[config.mk]
export PLATFORM = sky130hd
export DESIGN_NAME = rtc_core
export DESIGN_NICKNAME = d
export VERILOG_FILES = /design/src/rtl/rtc_pkg.sv /design/src/rtl/rtc_prescaler.sv /design/src/rtl/rtc_tick_counter.sv /design/src/rtl/rtc_event_flag.sv /design/src/rtl/rtc_alarm_unit.sv /design/src/rtl/rtc_core.sv
export SDC_FILE = /design/constraint.sdc
export NUM_CORES = 1
export LEC_CHECK = 0
export BUFFER_PORTS_ARGS = -buffer_cell sky130_fd_sc_hd__buf_4
export CAP_MARGIN = 20
export CORE_AREA = 4 4 153 155
export CTS_CLUSTER_SIZE = 20
export DETAILED_ROUTE_END_ITERATION = 10
export DIE_AREA = 0 0 157 159
export HOLD_SLACK_MARGIN = 0.08
export PLACE_DENSITY = 0.72
export SLEW_MARGIN = 20
export SYNTH_ARGS = -nofsm -noshare
export SYNTH_HDL_FRONTEND = slang
export SYNTH_HIERARCHICAL = 1
export SYNTH_SLANG_ARGS = --single-unit
[constraint.sdc]
create_clock -name clk -period 7.4 [get_ports clk]
set_input_delay 0.37 -clock clk [delete_from_list [all_inputs] [get_ports clk]]
set_output_delay 0.37 -clock clk [all_outputs]
set_load 0.02 [all_outputs]
[src/rtl/rtc_pkg.sv]
`timescale 1ns/1ps
package rtc_pkg;
  // register byte offsets
  localparam int OFS_COUNT   = 'h00;
  localparam int OFS_ALM_A   = 'h04;
  localparam int OFS_STATUS  = 'h08;
  localparam int OFS_DIV     = 'h0C;
  localparam int OFS_ALM_B   = 'h18;
  localparam int OFS_CLKSEL  = 'h1C;
  localparam int OFS_SCRATCH = 'h40;

  // event indices
  localparam int NUM_ALM = 2;
  localparam int EV_SEC  = NUM_ALM;
  localparam int NUM_EVT = NUM_ALM + 1;

  localparam int SEL_W   = 2;
  localparam logic [SEL_W-1:0] SEL_RUN = 2'b11;

  function automatic int flag_bit(input int ev);
    case (ev)
      0:       return 0;
      1:       return 4;
      default: return 1;
    endcase
  endfunction

  function automatic int en_bit(input int ev);
    case (ev)
      0:       return 2;
      1:       return 6;
      default: return 3;
    endcase
  endfunction

  function automatic int alm_ofs(input int idx);
    return (idx == 0) ? OFS_ALM_A : OFS_ALM_B;
  endfunction
endpackage

[src/rtl/rtc_prescaler.sv]
`timescale 1ns/1ps
module rtc_prescaler #(
  parameter int DIV_W = 16
) (
  input  logic             clk,
  input  logic             rst,
  input  logic             run,
  input  logic             restart,
  input  logic [DIV_W-1:0] div,
  output logic             tick
);
  logic [DIV_W-1:0] half_cnt;
  logic             phase;
  logic             at_end;

  assign at_end = (half_cnt == div);

  always_ff @(posedge clk) begin
    if (rst || restart || !run) begin
      half_cnt <= '0;
      phase    <= 1'b0;
    end else if (at_end) begin
      half_cnt <= '0;
      phase    <= ~phase;
    end else begin
      half_cnt <= half_cnt + 1'b1;
    end
  end

  // one tick per full period: second half-period ends
  assign tick = run && at_end && phase;
endmodule

[src/rtl/rtc_tick_counter.sv]
`timescale 1ns/1ps
module rtc_tick_counter #(
  parameter int CNT_W = 32
) (
  input  logic             clk,
  input  logic             rst,
  input  logic             tick,
  input  logic             load,
  input  logic [CNT_W-1:0] load_val,
  output logic [CNT_W-1:0] count,
  output logic [CNT_W-1:0] count_inc,
  output logic             step
);
  localparam logic [CNT_W-1:0] ONE = CNT_W'(1);

  assign count_inc = count + ONE;
  assign step      = tick && !load;

  always_ff @(posedge clk) begin
    if (rst)       count <= '0;
    else if (load) count <= load_val;
    else if (tick) count <= count_inc;
  end
endmodule

[src/rtl/rtc_event_flag.sv]
`timescale 1ns/1ps
module rtc_event_flag (
  input  logic clk,
  input  logic rst,
  input  logic set,
  input  logic clr,
  output logic flag
);
  always_ff @(posedge clk) begin
    if (rst)      flag <= 1'b0;
    else if (set) flag <= 1'b1;
    else if (clr) flag <= 1'b0;
  end
endmodule

[src/rtl/rtc_alarm_unit.sv]
`timescale 1ns/1ps
module rtc_alarm_unit #(
  parameter int CNT_W = 32
) (
  input  logic             clk,
  input  logic             rst,
  input  logic             wr,
  input  logic [CNT_W-1:0] wdata,
  input  logic             step,
  input  logic [CNT_W-1:0] count_inc,
  output logic [CNT_W-1:0] alarm_val,
  output logic             hit
);
  always_ff @(posedge clk) begin
    if (rst)     alarm_val <= '0;
    else if (wr) alarm_val <= wdata;
  end

  // match only when a tick carries the counter onto the value
  assign hit = step && (count_inc == alarm_val);
endmodule

[src/rtl/rtc_core.sv]
`timescale 1ns/1ps
module rtc_core #(
  parameter int ADDR_W    = 8,
  parameter int DATA_W    = 32,
  parameter int DIV_W     = 16,
  parameter int SEC_SHIFT = 4
) (
  input  logic              clk,
  input  logic              rst,
  input  logic              bus_sel,
  input  logic              bus_we,
  input  logic [ADDR_W-1:0] bus_addr,
  input  logic [DATA_W-1:0] bus_wdata,
  output logic [DATA_W-1:0] bus_rdata,
  output logic              irq
);
  import rtc_pkg::*;

  localparam int CNT_W = DATA_W;

  // bus decode
  logic wr_en, rd_en;
  logic hit_cnt, hit_sts, hit_div, hit_sel, hit_scr;
  logic [NUM_ALM-1:0] hit_alm;

  assign wr_en   = bus_sel && bus_we;
  assign rd_en   = bus_sel && !bus_we;
  assign hit_cnt = (bus_addr == ADDR_W'(OFS_COUNT));
  assign hit_sts = (bus_addr == ADDR_W'(OFS_STATUS));
  assign hit_div = (bus_addr == ADDR_W'(OFS_DIV));
  assign hit_sel = (bus_addr == ADDR_W'(OFS_CLKSEL));
  assign hit_scr = (bus_addr == ADDR_W'(OFS_SCRATCH));

  logic cnt_load, div_wr, sel_wr, scr_wr, sts_wr;
  assign cnt_load = wr_en && hit_cnt;
  assign div_wr   = wr_en && hit_div;
  assign sel_wr   = wr_en && hit_sel;
  assign scr_wr   = wr_en && hit_scr;
  assign sts_wr   = wr_en && hit_sts;

  // configuration registers
  logic [DIV_W-1:0]  div_q;
  logic [SEL_W-1:0]  clk_sel_q;
  logic [DATA_W-1:0] scratch_q;

  always_ff @(posedge clk) begin
    if (rst) begin
      div_q     <= '0;
      clk_sel_q <= '0;
      scratch_q <= '0;
    end else begin
      if (div_wr) div_q     <= bus_wdata[DIV_W-1:0];
      if (sel_wr) clk_sel_q <= bus_wdata[SEL_W-1:0];
      if (scr_wr) scratch_q <= bus_wdata;
    end
  end

  // time base
  logic             tick_w;
  logic             step_w;
  logic [CNT_W-1:0] count_q;
  logic [CNT_W-1:0] count_inc;

  rtc_prescaler #(.DIV_W(DIV_W)) u_presc (
    .clk     (clk),
    .rst     (rst),
    .run     (clk_sel_q == SEL_RUN),
    .restart (div_wr),
    .div     (div_q),
    .tick    (tick_w)
  );

  rtc_tick_counter #(.CNT_W(CNT_W)) u_cnt (
    .clk       (clk),
    .rst       (rst),
    .tick      (tick_w),
    .load      (cnt_load),
    .load_val  (bus_wdata),
    .count     (count_q),
    .count_inc (count_inc),
    .step      (step_w)
  );

  // events: alarms then seconds
  logic [NUM_EVT-1:0] evt_set, evt_clr, evt_flag, evt_en;
  logic [CNT_W-1:0]   alm_val [NUM_ALM];

  for (genvar a = 0; a < NUM_ALM; a++) begin : g_alm
    assign hit_alm[a] = (bus_addr == ADDR_W'(alm_ofs(a)));
    rtc_alarm_unit #(.CNT_W(CNT_W)) u_alm (
      .clk       (clk),
      .rst       (rst),
      .wr        (wr_en && hit_alm[a]),
      .wdata     (bus_wdata),
      .step      (step_w),
      .count_inc (count_inc),
      .alarm_val (alm_val[a]),
      .hit       (evt_set[a])
    );
  end

  assign evt_set[EV_SEC] = step_w && (count_inc[SEC_SHIFT-1:0] == '0);

  for (genvar e = 0; e < NUM_EVT; e++) begin : g_evt
    assign evt_clr[e] = sts_wr && bus_wdata[flag_bit(e)];
    rtc_event_flag u_flag (
      .clk  (clk),
      .rst  (rst),
      .set  (evt_set[e]),
      .clr  (evt_clr[e]),
      .flag (evt_flag[e])
    );
    always_ff @(posedge clk) begin
      if (rst)         evt_en[e] <= 1'b0;
      else if (sts_wr) evt_en[e] <= bus_wdata[en_bit(e)];
    end
  end

  // status image
  logic [DATA_W-1:0] status_img;
  always_comb begin
    status_img = '0;
    for (int e = 0; e < NUM_EVT; e++) begin
      status_img[flag_bit(e)] = evt_flag[e];
      status_img[en_bit(e)]   = evt_en[e];
    end
  end

  // read path
  logic [DATA_W-1:0] rd_mux;
  always_comb begin
    rd_mux = '0;
    if (hit_cnt)      rd_mux = count_q;
    else if (hit_sts) rd_mux = status_img;
    else if (hit_div) rd_mux = DATA_W'(div_q);
    else if (hit_sel) rd_mux = DATA_W'(clk_sel_q);
    else if (hit_scr) rd_mux = scratch_q;
    else begin
      for (int a = 0; a < NUM_ALM; a++)
        if (hit_alm[a]) rd_mux = alm_val[a];
    end
  end

  always_ff @(posedge clk) begin
    if (rst)        bus_rdata <= '0;
    else if (rd_en) bus_rdata <= rd_mux;
  end

  always_ff @(posedge clk) begin
    if (rst) irq <= 1'b0;
    else     irq <= |(evt_flag & evt_en);
  end
endmodule

==> results.json, run 1 <==
{
  "status": "completed",
  "met3_wirelength_mm": 2.34,
  "vias_per_cell": 6.15,
  "synthFlopType": "dfxtp_1",
  "dr_wl_met2_mm": 14.0,
  "ir_worst_vdd_v": 0.000122,
  "rsz0062_at_grt": "false",
  "synth.area.top_cells": "dfxtp_1, mux2i_1, xor2_1",
  "p_leak_uw": 0.00492,
  "regToRegSetupSlack_ns": 3.58,
  "dp_hpwl_mm": 21.3,
  "crit_slowest_cell": "nor4_4",
  "drc_errors": 0,
  "post_cts_resized": 0,
  "ys_seq_area_share_pct": 37.0,
  "cts_hold_buf": 0,
  "synth_edf_count": 0,
  "seq_area_mm2": 0.00404,
  "cp_max_fo": 22,
  "grt_max_degree": 102,
  "cts_sinks": 202,
  "grt_pass1_vias": 8792,
  "yosys_warnings": 6,
  "hold_viol": 0,
  "r2r_end": "u_cnt/count[16]$_SDFFE_PP0P_",
  "stdcell_count": 1524,
  "wl_per_cell_um": 20.4,
  "netlist_area_mm2": 0.0109,
  "initial_core_util_pct": 50.1,
  "dpl.cell_count": 1483,
  "holdPathStages": 3,
  "cts_buffers": 22,
  "avgSynthCellArea_um2": 9.06,
  "synth_top_area_share_pct": 37.0,
  "place_ws_ns": 3.64,
  "area_growth_pct": 12.9,
  "h-tree-depth": 1,
  "finalClockSkew_ns": 0.0213,
  "worstHoldPathType": "in -> reg",
  "num_rows": 54,
  "grt_pass1_wl_mm": 49.2,
  "r2r_start": "u_presc/half_cnt[13]$_SDFF_PP0_",
  "wl_met1_mm": 14.0,
  "n_antenna_cell": 0,
  "max_freq_mhz": 262,
  "die-width_um": 157,
  "dr.pass1.iters": 6,
  "drive_gt1_share_pct": 14.4,
  "synth_most_common_cell": "dfxtp_1",
  "dieArea_mm2": 0.0250,
  "cts_post_setup_buffers_inserted": 0,
  "synth_cell_type_count": 78,
  "final_cell_area_mm2": 0.0123,
  "core-area_mm2": 0.0218,
  "netlist_instances": 1206,
  "rr_worst_depth": 9,
  "multi_input_area_mm2": 0.00642,
  "clkLatencyLatePin_ns": 0.51,
  "hold_start": "bus_wdata[24]",
  "maxSlewHeadroom_pct": 23.9,
  "place.port_buffers": 76,
  "start_kind": "flip-flop",
  "detail-route-antenna-nets": 0,
  "end_kind": "flip-flop",
  "holdPathEnd": "scratch_q[24]$_SDFFE_PP0P_",
  "powerDensity_mw_per_mm2": 197,
  "report.final.slew_viol_count": 0,
  "path_cells": "xnor2_1 > nand4_1 > nor4_4 > and3_1 > buf_4 > nand4_1 > nor4_4 > a211oi_1 > a2111oi_1",
  "root_buffer": "clkbuf_16",
  "period_share_pct": 51.6,
  "cap_violations": 0,
  "placed_cell_area_mm2": 0.0115,
  "tns_ns": 0,
  "fin_ws_ns": 3.58,
  "globalRouteOverflowTotal": 0,
  "drt_iter0_drc": 985,
  "synth_common_cells": "dfxtp_1, nor2_1, mux2i_1, xor2_1, xnor2_1",
  "postSynth.asyncResetShare_pct": 0,
  "antenna_found_initial": 0,
  "fillers": 1962,
  "cp.required_ns": 7.79,
  "gp_congestion": 0.914,
  "cts_tree": "done",
  "worstPathArrival_ns": 4.21,
  "min_period_ns": 3.82,
  "finalPower_uw": 2430,
  "dr.max_layer_used": "met4",
  "routed_wl_mm": 31.1,
  "nNetsFinal": 1274,
  "finalSetupViolCount": 0,
  "die-height_um": 159,
  "critical_path_class": "reg -> reg",
  "slowest_delay_ns": 0.83,
  "pin_count": 77,
  "synth-seq-cells": 202,
  "cts.path.max_buffers": 3,
  "vias": 9376,
  "cts.clk_slew.worst_paths_ns": 0.06,
  "synth_area_leader_cell": "dfxtp_1",
  "synth_nets": 1252,
  "worst_pin_slew_ns": 1.14,
  "grt_use_total_pct": 24.1
}
-- logic make-up after synthesis --
kind of cell	count (synthesis)	share of synthesized area, %
buffers and inverters	106	4.34
AND/OR/NAND/NOR	436	21.5
flip-flops	202	37.0
multiplexers	136	12.6
XOR/XNOR	135	10.8
AO/OA/AOI/OAI	189	13.5
adder cells (fa/ha/maj)	2	0.229
-- state kept, by name, summed over array words and instances, names as in the netlist --
signal / flops
g_evt.u_flag/flag: 3
u_presc/half_cnt: 16
bus_rdata: 32
u_presc/phase: 1
div_q: 16
u_cnt/count: 32
clk_sel_q: 2
g_alm.u_alm/alarm_val: 64
irq: 1
evt_en: 3
scratch_q: 32
-- layout make-up --
type                            count  area share [%]
Clock buffer                       31            5.24
Clock inverter                      9            1.20
Inverter                           18           0.548
Multi-Input combinational cell    898            52.1
Sequential cell                   202            32.8
Tap cell                          280            2.84
Timing Repair Buffer               86            5.27
-- worst max-delay path, delay by kind of cell, from the launching register on --
kind / cells / cell delay (ns)
buf+inv: 1 / 0.29
simple gates: 5 / 2.23
xor+xnor: 1 / 0.33
compound gates: 2 / 0.49
flops: 1 / 0.35
-- placed cells by master (no fill, tap or decap), drive strengths merged, types with 4 or more instances in the layout --
cell type / instances
clkinv: 5
buf: 86
nand3: 26
or3: 7
bufinv: 4
inv: 17
nor4: 33
a2111oi: 4
or4: 6
a211oi: 44
nand4: 26
xor2: 81
a22o: 17
nand2b: 9
o21ai: 11
nor3: 33
xnor2: 54
and3: 8
nor3b: 10
nand2: 39
a21oi: 36
nor2: 185
a22oi: 19
clkbuf: 31
mux2i: 125
a222oi: 8
nor4b: 4
or2: 5
a221oi: 12
and4: 13
dfxtp: 202
and2: 15
mux2: 11
a311oi: 5
-- worst max path at each step --
| stage | depth (start not counted) | from | endpoint | slack (ns) |
|---|---|---|---|---|
| after floorplan | 10 | bus_addr[4] | u_cnt/count[1]$_SDFFE_PP0P_ | 4.50 |
| after global placement | 9 | u_presc/half_cnt[10]$_SDFF_PP0_ | u_cnt/count[16]$_SDFFE_PP0P_ | 3.75 |
| after detailed placement | 9 | u_presc/half_cnt[6]$_SDFF_PP0_ | u_cnt/count[16]$_SDFFE_PP0P_ | 3.64 |
| after CTS | 9 | u_presc/half_cnt[6]$_SDFF_PP0_ | u_cnt/count[16]$_SDFFE_PP0P_ | 3.68 |
| after global routing | 9 | u_presc/half_cnt[6]$_SDFF_PP0_ | u_cnt/count[16]$_SDFFE_PP0P_ | 3.26 |
| final | 9 | u_presc/half_cnt[13]$_SDFF_PP0_ | u_cnt/count[16]$_SDFFE_PP0P_ | 3.58 |
-- routing by layer --
| metal | GRT usage (%) | up-vias |
|---|---|---|
| met5 | 0 | - |
| met4 | 6.90 | 0 |
| met3 | 3.21 | 58 |
| met2 | 36.3 | 382 |
| met1 | 36.0 | 4531 |
| li1 | - | 4405 |
-- per-stage QoR --
| stage | utilization [%] | hold slack [ns] |
|---|---|---|
| final | 56.5 | 0.128 |
| after global routing | 56.5 | 0.131 |
| after CTS | 56.4 | 0.114 |
| after detailed placement | 52.8 | 0.487 |
| after global placement | 52.8 | 0.465 |
| after floorplan | - | 0.432 |
-- where the power goes --
group	leakage [uW]	total (uW)	switching (uW)	internal (uW)
logic	0.00290	132	86.9	45.5
registers	0.00163	1100	4.94	1100
clock network	0.000389	1200	451	747
total	0.00492	2430	543	1890
No activity file was read; power rests on OpenSTA's default activity.
==> inputs of run 2 (changes only) <==
Settings changed: PLACE_DENSITY 0.72 to 0.75.
Clock period 7.4 ns to 3.3 ns, I/O delays scaled along.
==> run 2 against run 1 <==
- register-to-register slack lost 3.4 ns
- clock-buffer cell count grew 2
- first-iteration DRC count grew 21%
- design area grew 3.9%
- power grew 120%
- global-route usage grew 1.5 points
- non-clock buffer count grew 59
- worst setup slack lost 3.4 ns
- critical path type unchanged
- critical endpoint is now g_evt[1].u_flag/flag$_SDFFE_PP0P_
- largest cell class unchanged
- largest power group unchanged
==> results.json, run 2 (synthesis results as in run 1) <==
{
  "layout_common_cells": "dfxtp_1, nor2_1, mux2i_1, buf_4, xor2_1",
  "cts_tree": "done",
  "largest_reg_flops": 64,
  "dieArea_mm2": 0.0250,
  "cp.required_ns": 3.74,
  "drt_iter0_drc": 1188,
  "cts_hold_buf": 34,
  "hold_start": "bus_we",
  "start_kind": "flip-flop",
  "powerDensity_mw_per_mm2": 415,
  "placed_cell_area_mm2": 0.0117,
  "stdcell_count": 1581,
  "post_cts_resized": 0,
  "rsz0062_at_grt": "false",
  "r2r_start": "u_cnt/count[0]$_SDFFE_PP0P_",
  "ir_worst_vdd_v": 0.000284,
  "max_freq_mhz": 323,
  "wl_per_cell_um": 20.8,
  "vias_per_cell": 6.09,
  "path_cells": "ha_1 > nand3_1 > nor4_2 > buf_4 > nand3_1 > xnor2_1 > xor2_1 > nor4_1 > nand4_1 > nor3_2 > inv_1 > a21oi_2",
  "h-tree-depth": 1,
  "dp_hpwl_mm": 23.3,
  "cts.clk_slew.worst_paths_ns": 0.06,
  "tns_ns": 0,
  "holdPathEnd": "bus_rdata[8]$_SDFFE_PP0P_",
  "initial_core_util_pct": 50.1,
  "crit_slowest_cell": "dfxtp_1",
  "final_cell_area_mm2": 0.0128,
  "worst_pin_slew_ns": 0.830,
  "finalPower_uw": 5320,
  "drc_errors": 0,
  "min_period_ns": 3.10,
  "period_share_pct": 93.9,
  "mostFrequentLayoutCell": "dfxtp_1",
  "cts_post_setup_buffers_inserted": 0,
  "grt_pass1_vias": 9319,
  "cap_violations": 0,
  "drive_gt1_share_pct": 15.5,
  "finalClockSkew_ns": 0.00882,
  "cts.path.max_buffers": 3,
  "end_kind": "flip-flop",
  "antenna_found_initial": 0,
  "hold_viol": 0,
  "cts_buffers": 22,
  "holdPathStages": 4,
  "critical_path_class": "reg -> reg",
  "core-area_mm2": 0.0218,
  "r2r_end": "g_evt[1].u_flag/flag$_SDFFE_PP0P_",
  "maxSlewHeadroom_pct": 44.6,
  "p_leak_uw": 0.00517,
  "root_buffer": "clkbuf_16",
  "routed_wl_mm": 33.0,
  "dpl.cell_count": 1509,
  "top_register": "g_alm.u_alm/alarm_val",
  "pin_count": 77,
  "worst-path-buf-inv": 2,
  "nNetsFinal": 1333,
  "cp_max_fo": 14,
  "globalRouteOverflowTotal": 0,
  "status": "completed",
  "cp_common_cell": "nand3_1",
  "rr_worst_depth": 12,
  "finalSetupViolCount": 0,
  "die-height_um": 159,
  "fillers": 1924,
  "n_antenna_cell": 0,
  "worstHoldPathType": "in -> reg",
  "cp_top_family": "simple AND/OR/NAND/NOR gates",
  "place.port_buffers": 76,
  "slowest_delay_ns": 0.48,
  "grt_max_degree": 79,
  "area_growth_pct": 17.3,
  "gp_congestion": 0.985,
  "cts_sinks": 202,
  "grt_use_total_pct": 25.6,
  "clkLatencyLatePin_ns": 0.50,
  "die-width_um": 157,
  "worstPathArrival_ns": 3.54,
  "dr.pass1.iters": 7,
  "vias": 9623,
  "num_rows": 54,
  "report.final.slew_viol_count": 0,
  "grt_pass1_wl_mm": 52.2,
  "regToRegSetupSlack_ns": 0.20,
  "detail-route-antenna-nets": 0
}
==> run 2: cell types whose count changed in the layout (fill, tap and decap cells not counted), moves of 3 or more <==
| cell | delta |
|---|---|
| dlygate4sd3_1 | +34 |
| buf_4 | +24 |
| bufinv_16 | -3 |
| clkbuf_8 | +3 |
==> run 2: worst max path at each step <==
| stage | start | to | slack, ns | depth (start not counted) |
|---|---|---|---|---|
| 6_report | u_cnt/count[0]$_SDFFE_PP0P_ | g_evt[1].u_flag/flag$_SDFFE_PP0P_ | 0.20 | 12 |
| 5_1_grt | u_cnt/count[0]$_SDFFE_PP0P_ | g_evt[0].u_flag/flag$_SDFFE_PP0P_ | 0.02 | 12 |
| 4_1_cts | u_cnt/count[0]$_SDFFE_PP0P_ | g_evt[0].u_flag/flag$_SDFFE_PP0P_ | 0.29 | 12 |
| 3_5_place_dp | u_cnt/count[0]$_SDFFE_PP0P_ | g_evt[1].u_flag/flag$_SDFFE_PP0P_ | 0.33 | 12 |
| 3_3_place_gp | u_cnt/count[0]$_SDFFE_PP0P_ | g_evt[0].u_flag/flag$_SDFFE_PP0P_ | 0.33 | 12 |
| 2_1_floorplan | bus_addr[4] | u_cnt/count[1]$_SDFFE_PP0P_ | 0.61 | 10 |
==> run 2: cell type report <==
| cell class | count | area [um^2] | area share [%] |
|---|---|---|---|
| clock buffers | 33 | 683 | 5.33 |
| inverters | 18 | 67.6 | 0.528 |
| flip-flops and latches | 202 | 4040 | 31.6 |
| multi-input cells | 898 | 6420 | 50.1 |
| clock inverters | 5 | 52.6 | 0.410 |
| well taps | 280 | 350 | 2.74 |
| repair buffers | 145 | 1190 | 9.29 |
==> run 2: report_power, final <==
| group | internal (uW) | switching (uW) |
|---|---|---|
| sequential | 2460 | 11.5 |
| clock | 1500 | 1010 |
| combinational | 130 | 205 |
==> run 2: metal layers <==
metal	vias up	track usage (%)	share of wire [%]
li1	4525	-	-
met3	61	3.67	7.2
met2	355	39.6	46
met5	-	0	0
met1	4682	36.8	44
met4	0	8.32	2.9
==> run 2: worst reg2reg max path: cells and delay by family, from the launching register on <==
kind	cells	cell delay, ns
AOI/OAI and AO/OA	1	0.10
DFF	1	0.48
adders and majority gates	1	0.28
and+or+nand+nor	6	1.44
buffers and inverters	2	0.31
xor gates and xnor gates	2	0.43
==> run 2: through the flow <==
stage / hold WS, ns / setup WS (ns) / util (%)
finish: 0.0953 / 0.202 / 58.7
detailed placement: 0.438 / 0.330 / 53.8
global placement: 0.434 / 0.326 / 53.8
global route: 0.107 / 0.0152 / 58.7
floorplan: 0.227 / 0.609 / -
CTS: 0.0917 / 0.287 / 58.7
==> inputs of run 3 (changes only) <==
Settings changed: CTS_BUF_LIST set to sky130_fd_sc_hd__clkbuf_4, PLACE_DENSITY 0.75 to 0.7.
==> run 3 against run 2 <==
- critical path depth unchanged
- highest routed layer unchanged
- sequential cell count stayed put
- routed wire length increased by 0.61%
- hold slack improved by 0.048 ns
- fmax increased by 5.7%
- via count increased by 1.6%
- clock skew rose by 0.047 ns
- worst setup slack better by 0.17 ns
- die area is the same
- clock-buffer cell count up 45
- design area up 0.27%
- final cell count rose by 4.0%
==> results.json, run 3 (synthesis results as in run 1) <==
{
  "globalRouteOverflowTotal": 0,
  "regToRegSetupSlack_ns": 0.37,
  "r2r_start": "u_cnt/count[1]$_SDFFE_PP0P_",
  "cp_max_fo": 14,
  "drt_iter0_drc": 990,
  "dieArea_mm2": 0.0250,
  "pin_count": 77,
  "worstHoldPathType": "in -> reg",
  "crit_start": "u_cnt/count[1]$_SDFFE_PP0P_",
  "maxSlewHeadroom_pct": 30.4,
  "layout_common_cells": "dfxtp_1, nor2_1, mux2i_1, buf_4, xor2_1",
  "top_register": "g_alm.u_alm/alarm_val",
  "nNetsFinal": 1372,
  "status": "completed",
  "cap_violations": 0,
  "place.port_buffers": 76,
  "num_rows": 54,
  "cp.required_ns": 3.92,
  "routed_wl_mm": 33.2,
  "crit_path_end": "g_evt[1].u_flag/flag$_SDFFE_PP0P_",
  "max_freq_mhz": 341,
  "holdPathStages": 4,
  "fin_ws_ns": 0.370,
  "dp_hpwl_mm": 22.9,
  "grt_use_total_pct": 25.9,
  "worst_pin_slew_ns": 1.04,
  "powerDensity_mw_per_mm2": 386,
  "place_ws_ns": 0.342,
  "period_share_pct": 88.8,
  "finalPower_uw": 4960,
  "gp_congestion": 0.929,
  "rr_worst_depth": 12,
  "cts_sinks": 202,
  "grt_pass1_wl_mm": 52.4,
  "rsz0062_at_grt": "false",
  "drive_gt1_share_pct": 18.4,
  "detail-route-antenna-nets": 0,
  "root_buffer": "clkbuf_4",
  "drc_errors": 0,
  "grt_pass1_vias": 9516,
  "vias_per_cell": 5.94,
  "antenna_found_initial": 1,
  "p_leak_uw": 0.00525,
  "final_core_util_pct": 58.8,
  "fillers": 1976,
  "finalClockSkew_ns": 0.0555,
  "report.final.slew_viol_count": 0,
  "core-area_mm2": 0.0218,
  "end_kind": "flip-flop",
  "die-width_um": 157,
  "cts.clk_slew.worst_paths_ns": 0.07,
  "largest_reg_flops": 64,
  "cts_tree": "done",
  "vias": 9779,
  "hold_viol": 0,
  "critical_path_class": "reg -> reg",
  "r2r_end": "g_evt[1].u_flag/flag$_SDFFE_PP0P_",
  "die-height_um": 159,
  "ir_worst_vdd_v": 0.000271,
  "dr.pass1.iters": 7,
  "area_growth_pct": 17.6,
  "finalSetupViolCount": 0,
  "worstPathArrival_ns": 3.55,
  "min_period_ns": 2.93,
  "mostFrequentLayoutCell": "dfxtp_1",
  "tns_ns": 0,
  "clkLatencyLatePin_ns": 0.70,
  "start_kind": "flip-flop",
  "initial_core_util_pct": 50.1,
  "wl_per_cell_um": 20.2,
  "h-tree-depth": 2,
  "hold_start": "bus_addr[3]",
  "cts_buffers": 54,
  "cts.path.max_buffers": 3,
  "grt_max_degree": 104
}
run 3: changes by cell type in the layout (fill, tap and decap cells not counted), moves of 2 or more:
cell	delta
buf_12	+2
buf_4	-4
clkbuf_1	-3
clkbuf_16	-23
clkbuf_4	+78
clkbuf_8	-7
clkinv_1	+10
dlygate4sd3_1	+9
run 3: through the flow:
stage	instance area, um^2	std cells	hold WS [ns]
floorplan	10900	1206	0.227
global placement	11700	1507	0.431
detailed placement	11700	1507	0.439
CTS	12800	1644	0.109
global route	12800	1645	0.151
finish	12800	1645	0.144
run 3: worst min-delay path by stage:
stage	endpoint	slack, ns
CTS	bus_rdata[6]$_SDFFE_PP0P_	0.11
global route	bus_rdata[6]$_SDFFE_PP0P_	0.15
finish	bus_rdata[6]$_SDFFE_PP0P_	0.14
floorplan	g_evt[0].u_flag/flag$_SDFFE_PP0P_	0.23
global placement	scratch_q[27]$_SDFFE_PP0P_	0.43
detailed placement	scratch_q[27]$_SDFFE_PP0P_	0.44
run 3: where the power goes:
group          total (uW)  switching [uW]  internal, uW
Sequential           2470            11.8          2460
Clock                2150            1070          1080
Combinational         342             205           137
Total                4960            1280          3680
run 3: area by class of cell:
| cell class | count | area, um^2 | area share (%) |
|---|---|---|---|
| well taps | 280 | 350 | 2.73 |
| repair buffers | 152 | 1290 | 10.0 |
| clock inverters | 16 | 72.6 | 0.565 |
| flip-flops and latches | 202 | 4040 | 31.5 |
| diodes | 1 | 2.50 | 0.0195 |
| multi-input cells | 898 | 6430 | 50.1 |
| inverters | 18 | 67.6 | 0.526 |
| clock buffers | 78 | 586 | 4.56 |
run 3: worst max-delay path, stage by stage, from the launching register on:
cell,delay (ns)
dfxtp_1,0.45
ha_1,0.28
nand3_1,0.21
nor4_2,0.29
buf_4,0.25
nand4_1,0.13
xnor2_1,0.27
xor2_1,0.11
nor4_1,0.34
nand3_1,0.18
nor3_2,0.17
inv_1,0.06
a21oi_2,0.10
run 3: what timing repair did:
| item | in CTS | in global routing |
|---|---|---|
| resized for setup | 0 | 1 |
| hold buffers | 43 | 0 |
| buffers inserted | 0 | 0 |
| endpoints found under the hold margin | 176 | 0 |
| endpoints found under the setup margin | 0 | 1 |
run 3: layer usage:
| layer | global-route usage, % | up-vias | wire length [um] |
|---|---|---|---|
| li1 | - | 4645 | - |
| met3 | 5.84 | 72 | 2590 |
| met5 | 0 | - | 0 |
| met1 | 36.0 | 4649 | 14600 |
| met4 | 8.60 | 0 | 964 |
| met2 | 39.9 | 413 | 15000 |
